===== config.mk =====
export PLATFORM = sky130hd
export DESIGN_NAME = dfc_top
export DESIGN_NICKNAME = d
export VERILOG_FILES = /design/src/rtl/dfc_pkg.sv /design/src/rtl/dfc_regs.sv /design/src/rtl/dfc_gather.sv /design/src/rtl/dfc_seq.sv /design/src/rtl/dfc_top.sv
export SDC_FILE = /design/constraint.sdc
export NUM_CORES = 1
export LEC_CHECK = 0
export BUFFER_PORTS_ARGS = -buffer_cell sky130_fd_sc_hd__clkbuf_2
export CAP_MARGIN = 20
export CELL_PAD_IN_SITES_DETAIL_PLACEMENT = 0
export CELL_PAD_IN_SITES_GLOBAL_PLACEMENT = 1
export CORE_AREA = 3 3 290 292
export DETAILED_ROUTE_END_ITERATION = 12
export DIE_AREA = 0 0 293 295
export PLACE_DENSITY = 0.82
export SLEW_MARGIN = 10
export SYNTH_ARGS = -nofsm -noshare
export SYNTH_HDL_FRONTEND = slang
export SYNTH_SLANG_ARGS = --single-unit

===== constraint.sdc =====
create_clock -name clk -period 6 [get_ports clk]
set_clock_uncertainty 0.15 [all_clocks]
set_input_delay 0.3 -clock clk [delete_from_list [all_inputs] [get_ports clk]]
set_output_delay 0.3 -clock clk [all_outputs]
set_load 0.005 [all_outputs]

===== src/rtl/dfc_pkg.sv =====
package dfc_pkg;
  typedef enum logic [2:0] {
    ST_IDLE  = 3'd0,
    ST_FETCH = 3'd1,
    ST_HREQ  = 3'd2,
    ST_HWAIT = 3'd3,
    ST_STORE = 3'd4
  } dfc_state_e;

  localparam logic [1:0] CMD_RD     = 2'd1;
  localparam logic [1:0] CMD_WR     = 2'd2;
  localparam int         CFG_BYTES  = 6;
  localparam logic [7:0] START_CODE = 8'd1;

  // Byte lane for element idx of an n-byte word under the chosen order.
  function automatic int lane_of(input int idx, input int n, input logic big_end);
    return big_end ? (n - 1 - idx) : idx;
  endfunction
endpackage


===== src/rtl/dfc_regs.sv =====
module dfc_regs
  import dfc_pkg::*;
#(
  parameter int              AW       = 16,
  parameter logic [AW-1:0]   WIN_BASE = 16'hFE00
) (
  input  logic            clk,
  input  logic            rst_n,
  input  logic [1:0]      cmd,
  input  logic [AW-1:0]   cmd_addr,
  input  logic [7:0]      cmd_wdata,
  input  dfc_state_e      state,
  output logic [AW-1:0]   rd_base,
  output logic [AW-1:0]   wr_base,
  output logic [AW-1:0]   op_len,
  output logic            start,
  output logic [7:0]      host_rdata
);
  localparam int OFS_W = 4;

  logic [7:0]       bank [CFG_BYTES];
  logic             win_hit, wr_en;
  logic [OFS_W-1:0] ofs;
  logic [7:0]       rd_val;

  assign ofs     = cmd_addr[OFS_W-1:0];
  assign win_hit = (cmd_addr[AW-1:OFS_W] == WIN_BASE[AW-1:OFS_W]);
  assign wr_en   = (cmd == CMD_WR) && win_hit && (state == ST_IDLE);
  assign start   = wr_en && (ofs == '0) && (cmd_wdata == START_CODE);

  always_ff @(posedge clk or negedge rst_n) begin
    if (!rst_n) begin
      for (int k = 0; k < CFG_BYTES; k++) bank[k] <= '0;
    end else if (wr_en) begin
      for (int k = 0; k < CFG_BYTES; k++)
        if (ofs == OFS_W'(k + 1)) bank[k] <= cmd_wdata;
    end
  end

  assign rd_base = {bank[1], bank[0]};
  assign wr_base = {bank[3], bank[2]};
  assign op_len  = {bank[5], bank[4]};

  always_comb begin
    rd_val = '0;
    if (ofs == '0) rd_val = 8'(state);
    for (int k = 0; k < CFG_BYTES; k++)
      if (ofs == OFS_W'(k + 1)) rd_val = bank[k];
  end

  always_ff @(posedge clk or negedge rst_n) begin
    if (!rst_n)                          host_rdata <= '0;
    else if (cmd == CMD_RD && win_hit)   host_rdata <= rd_val;
  end
endmodule


===== src/rtl/dfc_gather.sv =====
module dfc_gather
  import dfc_pkg::*;
#(
  parameter int BLK_BYTES = 64,
  localparam int BI_W     = $clog2(BLK_BYTES)
) (
  input  logic                   clk,
  input  logic                   rst_n,
  input  logic                   cap_vld,
  input  logic [BI_W-1:0]        cap_idx,
  input  logic [7:0]             cap_byte,
  input  logic                   big_end,
  output logic [BLK_BYTES*8-1:0] block
);
  logic [7:0]      lane [BLK_BYTES];
  logic [BI_W-1:0] tgt;

  assign tgt = BI_W'(lane_of(int'(cap_idx), BLK_BYTES, big_end));

  always_ff @(posedge clk or negedge rst_n) begin
    if (!rst_n) begin
      for (int g = 0; g < BLK_BYTES; g++) lane[g] <= '0;
    end else if (cap_vld) begin
      lane[tgt] <= cap_byte;
    end
  end

  for (genvar g = 0; g < BLK_BYTES; g++) begin : g_pack
    assign block[g*8 +: 8] = lane[g];
  end
endmodule


===== src/rtl/dfc_seq.sv =====
module dfc_seq
  import dfc_pkg::*;
#(
  parameter int AW        = 16,
  parameter int BLK_BYTES = 64,
  parameter int DIG_BYTES = 20,
  localparam int BI_W     = $clog2(BLK_BYTES),
  localparam int IDX_W    = $clog2(BLK_BYTES + 1),
  localparam int WIDX_W   = $clog2(DIG_BYTES),
  localparam int DIG_W    = DIG_BYTES * 8
) (
  input  logic              clk,
  input  logic              rst_n,
  input  logic              start,
  input  logic [AW-1:0]     rd_base,
  input  logic [AW-1:0]     wr_base,
  input  logic [AW-1:0]     op_len,
  input  logic              big_end,
  input  logic              hash_done,
  input  logic [DIG_W-1:0]  hash_digest,
  output dfc_state_e        state,
  output logic [AW-1:0]     mem_addr,
  output logic              mem_re,
  output logic              mem_we,
  output logic [7:0]        mem_wdata,
  output logic              hash_req,
  output logic              cap_vld,
  output logic [BI_W-1:0]   cap_idx,
  output logic              blk_done
);
  logic [AW-1:0]     consumed;
  logic [IDX_W-1:0]  issue_cnt;
  logic [WIDX_W-1:0] wr_cnt;
  logic [DIG_W-1:0]  digest_q;
  logic              issuing;
  int                dlane;

  assign issuing  = (state == ST_FETCH) && (issue_cnt < IDX_W'(BLK_BYTES));
  assign blk_done = cap_vld && (cap_idx == BI_W'(BLK_BYTES - 1));
  assign hash_req = (state == ST_HREQ);
  assign mem_re   = issuing;
  assign mem_we   = (state == ST_STORE);
  assign mem_addr = (state == ST_STORE) ? (wr_base + AW'(wr_cnt))
                                        : (rd_base + consumed + AW'(issue_cnt));
  assign dlane     = lane_of(int'(wr_cnt), DIG_BYTES, big_end);
  assign mem_wdata = digest_q[dlane*8 +: 8];

  always_ff @(posedge clk or negedge rst_n) begin
    if (!rst_n) begin
      cap_vld <= 1'b0;
      cap_idx <= '0;
    end else begin
      cap_vld <= issuing;
      cap_idx <= issue_cnt[BI_W-1:0];
    end
  end

  always_ff @(posedge clk or negedge rst_n) begin
    if (!rst_n) begin
      state     <= ST_IDLE;
      consumed  <= '0;
      issue_cnt <= '0;
      wr_cnt    <= '0;
      digest_q  <= '0;
    end else begin
      case (state)
        ST_IDLE: if (start) begin
          state     <= ST_FETCH;
          consumed  <= '0;
          issue_cnt <= '0;
        end
        ST_FETCH: begin
          if (issuing) issue_cnt <= issue_cnt + 1'b1;
          if (blk_done) begin
            state     <= ST_HREQ;
            consumed  <= consumed + AW'(BLK_BYTES);
            issue_cnt <= '0;
          end
        end
        ST_HREQ: state <= ST_HWAIT;
        ST_HWAIT: if (hash_done) begin
          digest_q <= hash_digest;
          wr_cnt   <= '0;
          state    <= (consumed < op_len) ? ST_FETCH : ST_STORE;
        end
        ST_STORE: begin
          wr_cnt <= wr_cnt + 1'b1;
          if (wr_cnt == WIDX_W'(DIG_BYTES - 1)) state <= ST_IDLE;
        end
        default: state <= ST_IDLE;
      endcase
    end
  end
endmodule


===== src/rtl/dfc_top.sv =====
module dfc_top
  import dfc_pkg::*;
#(
  parameter int            AW        = 16,
  parameter logic [15:0]   WIN_BASE  = 16'hFE00,
  parameter int            BLK_BYTES = 64,
  parameter int            DIG_BYTES = 20,
  localparam int           BLK_W     = BLK_BYTES * 8,
  localparam int           DIG_W     = DIG_BYTES * 8,
  localparam int           BI_W      = $clog2(BLK_BYTES)
) (
  input  logic             clk,
  input  logic             rst_n,
  input  logic [1:0]       cmd,
  input  logic [AW-1:0]    cmd_addr,
  input  logic [7:0]       cmd_wdata,
  output logic [7:0]       host_rdata,
  input  logic             cfg_big_end,
  output logic [AW-1:0]    mem_addr,
  output logic             mem_re,
  input  logic [7:0]       mem_rdata,
  output logic             mem_we,
  output logic [7:0]       mem_wdata,
  output logic             hash_req,
  output logic [BLK_W-1:0] hash_block,
  input  logic             hash_done,
  input  logic [DIG_W-1:0] hash_digest
);
  dfc_state_e      st;
  logic [AW-1:0]   rd_base, wr_base, op_len;
  logic            start, cap_vld, blk_done;
  logic [BI_W-1:0] cap_idx;

  dfc_regs #(.AW(AW), .WIN_BASE(AW'(WIN_BASE))) u_regs (
    .clk(clk), .rst_n(rst_n), .cmd(cmd), .cmd_addr(cmd_addr),
    .cmd_wdata(cmd_wdata), .state(st), .rd_base(rd_base),
    .wr_base(wr_base), .op_len(op_len), .start(start),
    .host_rdata(host_rdata)
  );

  dfc_seq #(.AW(AW), .BLK_BYTES(BLK_BYTES), .DIG_BYTES(DIG_BYTES)) u_seq (
    .clk(clk), .rst_n(rst_n), .start(start), .rd_base(rd_base),
    .wr_base(wr_base), .op_len(op_len), .big_end(cfg_big_end),
    .hash_done(hash_done), .hash_digest(hash_digest), .state(st),
    .mem_addr(mem_addr), .mem_re(mem_re), .mem_we(mem_we),
    .mem_wdata(mem_wdata), .hash_req(hash_req), .cap_vld(cap_vld),
    .cap_idx(cap_idx), .blk_done(blk_done)
  );

  dfc_gather #(.BLK_BYTES(BLK_BYTES)) u_gather (
    .clk(clk), .rst_n(rst_n), .cap_vld(cap_vld), .cap_idx(cap_idx),
    .cap_byte(mem_rdata), .big_end(cfg_big_end), .block(hash_block)
  );
endmodule


==> metrics, run 1 <==
RSZ-0062 raised after global routing=false; clk sinks=760; P&R area growth vs syn=29.2%; CTS HTree Levels=3; initial antenna violation count=3; ys flop type=dfrtp_1; Comb power frac=a little under a third; final core utilization=50.9%; Die Y=295 um; Seq pwr share=between 40% and 50%; Commonest cells post-synth=dfrtp_1 (760), nand2_1 (599), mux2_2 (551), clkbuf_1 (114), o21ai_0 (50); DPL Wire Length=73.8 mm; GPL Wtd Cong=between 0.8 and 0.9; Final nets=between 3k and 4k; VDD IR max=between 200 and 300 uV; first-pass GRT wire length=158 mm; layout cells sized above 1=between 40% and 50%; share of the synthesized area in the top cell type=59.0%; vias in the first global route=24.2k; via/cell ratio=5.21; row cnt=105; max cap viols=0; gr ovfl total=0; Clock power frac=26.5%; drt total wl=~110 mm; leak pwr=21.6 nW; die outline width=293 um; Max FO, Critical Path=9; Seq cells post-synth=760; Final ANT Viol Nets=0; largest net degree at the start of global routing=186; Final min period=4.01 ns; Post-CTS Setup Repair Bufs=0; crit path launch type=register; pwr/cell area=467 nW/um2; Slew Viols, Final=0; gr busiest metal=met2; Cell Area, Synth=roughly 32000 um2; slew margin rel.=around 28%; initial cell density of the core=between 30 and 40%; top post-synthesis cells by area=dfrtp_1 (59%), mux2_2 (19%), nand2_1 (7.0%); CTS Buf Count=83; CTS tree=built; Fillers=7190; grt met2 use=41.3%; top-level I/O count=745; worst path arrival time=approximately 3.6 ns; Yosys top cell by area=dfrtp_1; Mapped Nets=2798; YS warnings=0; Tcrit/Tclk final=66.8%; post-cts sizing count=0; GRT Overall Usage=between 20% and 30%; TritonRoute pass-1 iters=5; GR Layer Usage met1=30.4%; per-cell routed wire length=23.2 um; # port buffers=744; 1st-iter DRT viols=1400; count leader, synth=dfrtp_1; distinct cell type count after synthesis=between 50 and 60; DR vias=approximately 24k; Layout Cells excl Fill=4590; Final TNS setup=0 ns; Die Area=86400 um2; Cell Int Power=13.1 mW; final setup fails=0; core area=between 80000 and 90000 um2; f_max=about 250 MHz; worst min path class=in2reg; Gate Count Post-Synth=around 2.5k; syn_area_per_cell=12.7 um2; Clock Path Buffers=3; critical path capture point type=primary output; worst path required time=5.55 ns; CTS root buffer=clkbuf_16; outcome=finished clean; switching pwr=6.30 mW; Least-Margin Pin Slew=1.08 ns; endpoints failing hold=0; Setup CP Type=reg2out; Worst-path clk slew=0.06 ns; clock latency on the worst-skew pair=~0.64 ns; Cells after DPL=4259; switching part of the total=between 30 and 40%; Post-synth EDFFs=0; met3 usage=roughly 5.1%; Post-synth ARST share=between 90% and 100%; DRC violations left=0; post-synthesis sequential area ratio=between 50% and 60%
==> final cells by class <==
type	instances	area, um2	share of cell area (%)
Sequential cell	760	19000	45.7
Tap cell	1070	1340	3.21
Clock buffer	123	2400	5.75
Clock inverter	29	380	0.913
Timing Repair Buffer	948	5740	13.8
Antenna cell	5	12.5	0.0300
Multi-Input combinational cell	1630	12700	30.4
Inverter	25	93.8	0.225
==> state kept, by name, indices dropped and copies added, names as in the netlist, 5 cells and up <==
signal             flops
u_regs.host_rdata      8
u_regs.op_len         16
u_seq.issue_cnt        7
u_regs.wr_base        16
u_gather.block       512
u_seq.digest_q       160
u_regs.rd_base        16
u_seq.wr_cnt           5
u_seq.cap_idx          6
u_seq.consumed        10
==> layer usage <==
layer | wire length [um] | vias to the layer above
li1 | - | 10600
met1 | 42800 | 12200
met2 | 53300 | 863
met3 | 6860 | 207
met4 | 3660 | 2
met5 | 13 | -
==> power by group through the flow <==
| stage | clock network (mW) | logic (mW) | registers (mW) |
|---|---|---|---|
| after floorplan | 0 | 2.85 | 8.20 |
| after global placement | 0 | 5.74 | 8.34 |
| after detailed placement | 0 | 5.88 | 8.40 |
| after CTS | 5.24 | 5.98 | 8.33 |
| after global routing | 5.47 | 6.43 | 8.58 |
| final | 5.15 | 5.92 | 8.37 |
==> kinds of logic after synthesis <==
group | Yosys count | share of synthesized area [%]
AND/OR/NAND/NOR | 753 | 9.75
buffers and inverters | 158 | 1.85
XOR/XNOR | 37 | 1.01
multiplexers | 617 | 22.9
AO/OA/AOI/OAI | 171 | 3.37
adder cells (fa/ha/maj) | 52 | 2.09
flip-flops | 760 | 59.0
==> worst paths after layout <==
check	startpoint	to	slack, ns	depth (start not counted)
max reg2reg	u_seq.cap_idx[0]$_DFF_PN0_	u_gather.block[421]$_DFFE_PN0P_	2.93	5
min reg2reg	u_seq.digest_q[57]$_DFFE_PN0P_	u_seq.digest_q[57]$_DFFE_PN0P_	0.32	2
min in group asynchronous	rst_n	u_seq.digest_q[116]$_DFFE_PN0P_	0.14	2
max in group asynchronous	rst_n	u_gather.block[101]$_DFFE_PN0P_	3.97	3
min	cmd[0]	u_regs.host_rdata[1]$_DFFE_PN0P_	0.09	4
max	u_seq.wr_cnt[2]$_DFFE_PN0P_	mem_wdata[2]	1.99	9
==> repair_timing <==
action / in CTS / in global routing
endpoints found under the setup margin: 0 / 0
endpoints found under the hold margin: 303 / 0
hold buffers: 173 / 0
==> worst max-delay path: stages (launching register included) <==
cell      delay (ns)
dfrtp_1         0.45
inv_1           0.12
ha_1            0.31
mux2i_1         0.20
inv_1           0.31
nor2_1          0.79
a22o_1          0.24
a21oi_1         0.07
o21ai_0         0.25
clkbuf_2        0.21
==> metrics by stage <==
| step | hold WS (ns) | power, mW | worst slack [ns] | area, um2 |
|---|---|---|---|---|
| 2_1_floorplan | -0.146 | 11.0 | 3.27 | 32200 |
| 3_3_place_gp | 0.276 | 14.1 | 2.23 | 37100 |
| 3_5_place_dp | 0.264 | 14.3 | 2.21 | 37100 |
| 4_1_cts | 0.0465 | 19.6 | 1.82 | 41600 |
| 5_1_grt | 0.128 | 20.5 | 1.85 | 41600 |
| 6_report | 0.0896 | 19.4 | 1.99 | 41700 |
==> placed cells by master, fill, tap and decap left out, drive strengths merged, types with 8 or more instances in the layout <==
master | synthesis | layout
nor2 | 40 | 40
ha | 49 | 49
o22ai | 24 | 24
dlygate4sd3 | 0 | 173
mux2 | 551 | 551
o21ai | 50 | 50
xor2 | 29 | 29
nor3 | 20 | 20
a21oi | 32 | 32
mux4 | 42 | 42
a22o | 10 | 10
buf | 19 | 35
xnor2 | 8 | 8
mux2i | 24 | 24
clkinv | 0 | 16
a211oi | 8 | 8
a21o | 8 | 8
and3 | 8 | 8
nand3 | 21 | 21
clkbuf | 114 | 863
inv | 25 | 28
dfrtp | 760 | 760
nand2b | 15 | 15
nand2 | 599 | 599
and2 | 9 | 9
Power figures use the tool's default switching activity.
==> inputs of run 2 (changes only) <==
Settings changed: ABC_AREA from default to 1, CORE_AREA 3 3 290 292 to default, CORE_MARGIN from default to 3, CORE_UTILIZATION from default to 40, DIE_AREA 0 0 293 295 to default, PLACE_DENSITY 0.82 to 0.87.
Clock period 6 ns to 4.2 ns, I/O delays scaled along.
==> run 2 against run 1 <==
  * The flow now finishes with violations (hold timing)
  * Synthesized cell count increased by 40%
  * First-iteration DRC count increased by 71%
  * Register-to-register slack got worse by 1.5 ns
  * Clock-buffer cell count decreased by 7
  * Critical path depth increased by 3
  * Global-route usage increased by 2.6 points
  * Non-clock buffer count increased by 23
  * Flip-flop and latch count unchanged
  * Combinational power decreased by 86%
  * Design area decreased by 0.33%
  * Sequential share of layout area increased by 0.15 points
==> metrics, run 2 <==
Final TNS setup=0 ns (unchanged); VDD IR max=301 uV (+14%); Post-synth ARST share=100% (unchanged); CTS root buffer=clkbuf_16; P&R area growth vs syn=29.2% (about the same); Post-synth EDFFs=0 (unchanged); Gate Count Post-Synth=3570 (+40%); final setup fails=0 (unchanged); core area=79300 um2 (-3.2%); failing checks=hold timing; slew margin rel.=25.6% (-1.9 points); most common cell after layout, fill and taps aside=nand2_1; Final ANT Viol Nets=0 (unchanged); syn_area_per_cell=9.00 um2 (-29%); TritonRoute pass-1 iters=6 (+1); Post-CTS Hold Buffers=175 (+1.2%); Mapped Nets=3820 (+37%); most frequent cells in the layout=nand2_1 (1048), dfrtp_1 (760), clkbuf_2 (743); row cnt=103 (-1.9%); Post-CTS Setup Repair Bufs=0 (unchanged); hold_ws=-0.0212 ns (-0.111 ns); Clock Path Buffers=3 (unchanged); initial antenna violation count=5 (+2); GRT Overall Usage=26.7% (+2.6 points); Die Y=289 um (-1.9%); reg2reg setup slack=1.40 ns (-1.53 ns); Seq cells post-synth=760 (unchanged); distinct cell type count after synthesis=39 (-30%); Die Area=83800 um2 (-3.1%); leak pwr=21.6 nW (-0.20%); CTS Buf Count=81 (-2.4%); vias in the first global route=27.8k (+15%); endpoints failing hold=4 (+4); Slowest Stage Delay on Critical Path=0.57 ns (-0.22 ns); drt total wl=115 mm (+8.3%); critical path capture point type=primary output; via/cell ratio=5.17 (-0.70%); Worst Path Buf+Inv=2 (-1); Top delay family on crit path=adder cells; Final min period=3.66 ns; worst reg2reg path endpoint=u_gather.block[250]$_DFFE_PN0P_; Worst R2R Start=u_seq.cap_idx[4]$_DFF_PN0_; Final nets=4691 (+27%); RSZ-0062 raised after global routing=false; Worst-path clk slew=0.06 ns (about the same); gr ovfl total=0 (unchanged); Tcrit/Tclk final=87.1%; Max FO, Critical Path=8 (-1); worst path arrival time=3.30 ns (-0.26 ns); first-pass GRT wire length=171 mm (+8.2%); Cell Area, Synth=32100 um2 (-0.28%); share of the synthesized area in the top cell type=59.2% (+0.17 points); CTS tree=built; Slew Viols, Final=0 (unchanged); Setup CP Type=reg2out; clk sinks=760 (unchanged); Reg2Reg Depth=7 (+2); CTS HTree Levels=3 (unchanged); die outline width=289 um (-1.2%); per-cell routed wire length=20.8 um (-11%); Least-Margin Pin Slew=1.12 ns (+0.0309 ns); pwr/cell area=381 nW/um2 (-18%); slowest CP cell=dfrtp_1; DPL Wire Length=78.7 mm (+6.7%); layout cells sized above 1=22.8% (-20 points); Yosys top cell by area=dfrtp_1; Layout Cells excl Fill=5559 (+21%); YS warnings=0 (unchanged); DR vias=28.8k (+20%); worst-path cell chain=fa_1 > ha_1 > a21oi_1 > inv_1 > nand2_1 > nand2_1 > nand2_1 > nand3_1 > nand2_1 > nand2_1 > o21ai_0 > clkbuf_2; ys flop type=dfrtp_1; initial cell density of the core=40.6% (+1.2 points); post-cts sizing count=0 (unchanged); Cells after DPL=5231 (+23%); top post-synthesis cells by area=dfrtp_1 (59%), nand2_1 (12%), o21ai_0 (9.1%); crit path launch type=register; post-synthesis sequential area ratio=59.2% (+0.17 points); count leader, synth=nand2_1; f_max=approximately 270 MHz; max cap viols=0 (unchanged); GPL Wtd Cong=0.915 (+5.5%); 1st-iter DRT viols=2387 (+71%); outcome=complete, but fails checks; worst path required time=3.84 ns (-1.71 ns); DRC violations left=0 (unchanged); max reg flops=512 (unchanged); clock latency on the worst-skew pair=0.63 ns (about the same); Commonest cells post-synth=nand2_1 (1051), dfrtp_1 (760), o21ai_0 (582), nor2_1 (237), inv_1 (210); top-level I/O count=745 (unchanged); most used cell, CP=nand2_1; largest net degree at the start of global routing=100 (-46%); # port buffers=744 (unchanged); worst min path class=in2async
## run 2: changes by cell type in the layout (fill, tap and decap cells not counted), moves of 24 or more
cell     change
nor2_1     +198
nand2_1    +449
a21oi_1    +116
o21ai_1     +25
mux4_2      -42
mux2_2     -502
mux2i_1     -24
nand3_1    +129
inv_1      +185
o21ai_0    +532
## run 2: final cells by class
cell class,count,area (um2)
diodes,4,10.0
clock buffers,116,2400
clock inverters,31,440
fillers,7230,37700
inverters,218,818
multi-input cells,2409,11500
flip-flops and latches,760,19000
well taps,1050,1310
repair buffers,971,6000
## run 2: worst max path at each step
stage | from | end | slack, ns | cells past startpoint
2_1_floorplan | u_seq.wr_cnt[2]$_DFFE_PN0P_ | mem_wdata[7] | 1.77 | 11
3_3_place_gp | cfg_big_end | u_gather.block[250]$_DFFE_PN0P_ | 0.98 | 8
3_5_place_dp | cfg_big_end | u_gather.block[261]$_DFFE_PN0P_ | 0.93 | 6
4_1_cts | u_seq.consumed[6]$_DFFE_PN0P_ | mem_addr[13] | 0.55 | 12
5_1_grt | u_seq.consumed[6]$_DFFE_PN0P_ | mem_addr[13] | 0.35 | 12
6_report | u_seq.consumed[6]$_DFFE_PN0P_ | mem_addr[13] | 0.54 | 12
## run 2: worst reg2reg max path, cell delays in order (launching register included)
cell and delay (ns):
dfrtp_1 0.39, xnor2_1 0.15, inv_1 0.11, nand2_1 0.10
nor2_1 0.60, nand2_1 0.70, nand2_1 0.28, o21ai_0 0.15
## run 2: where the power goes
group	leakage, nW	internal (mW)	switching (mW)
sequential	9.99	7.37	0.0311
combinational	10.2	0.300	0.551
clock	1.41	4.45	3.11
## run 2: cells by family (layout without fill, tap and decap cells)
family / count (synthesis) / in the layout / synth area share, %
simple gates: 1499 / 1499 / 18.6
compound gates: 787 / 787 / 12.5
flops: 760 / 760 / 59.2
buf+inv: 401 / 1336 / 5.13
fa+ha+maj: 52 / 52 / 2.09
mux: 49 / 49 / 1.72
xor+xnor: 22 / 22 / 0.740
other cells: 0 / 4 / 0
## run 2: per-layer routing
metal	track usage [%]	wire, um	part of all wire [%]	vias up
li1	-	-	-	13400
met1	34.3	46600	40	13900
met2	44.0	54700	47	1247
met3	5.26	8660	7.5	276
met4	11.7	5370	4.7	0
met5	0	0	0	-
## run 2: per-stage QoR
step / cell area, um2 / worst slack, ns / total power, mW / hold WS (ns) / util (%)
after floorplan: 32100 / 1.77 / 7.75 / -0.236 / -
after global placement: 36900 / 0.979 / 8.25 / 0.183 / 46.5
after detailed placement: 36900 / 0.934 / 8.25 / 0.189 / 46.5
after CTS: 41500 / 0.549 / 15.9 / 0.0228 / 52.3
after global routing: 41500 / 0.350 / 16.3 / 0.0310 / 52.4
final: 41500 / 0.540 / 15.8 / -0.0212 / 52.4
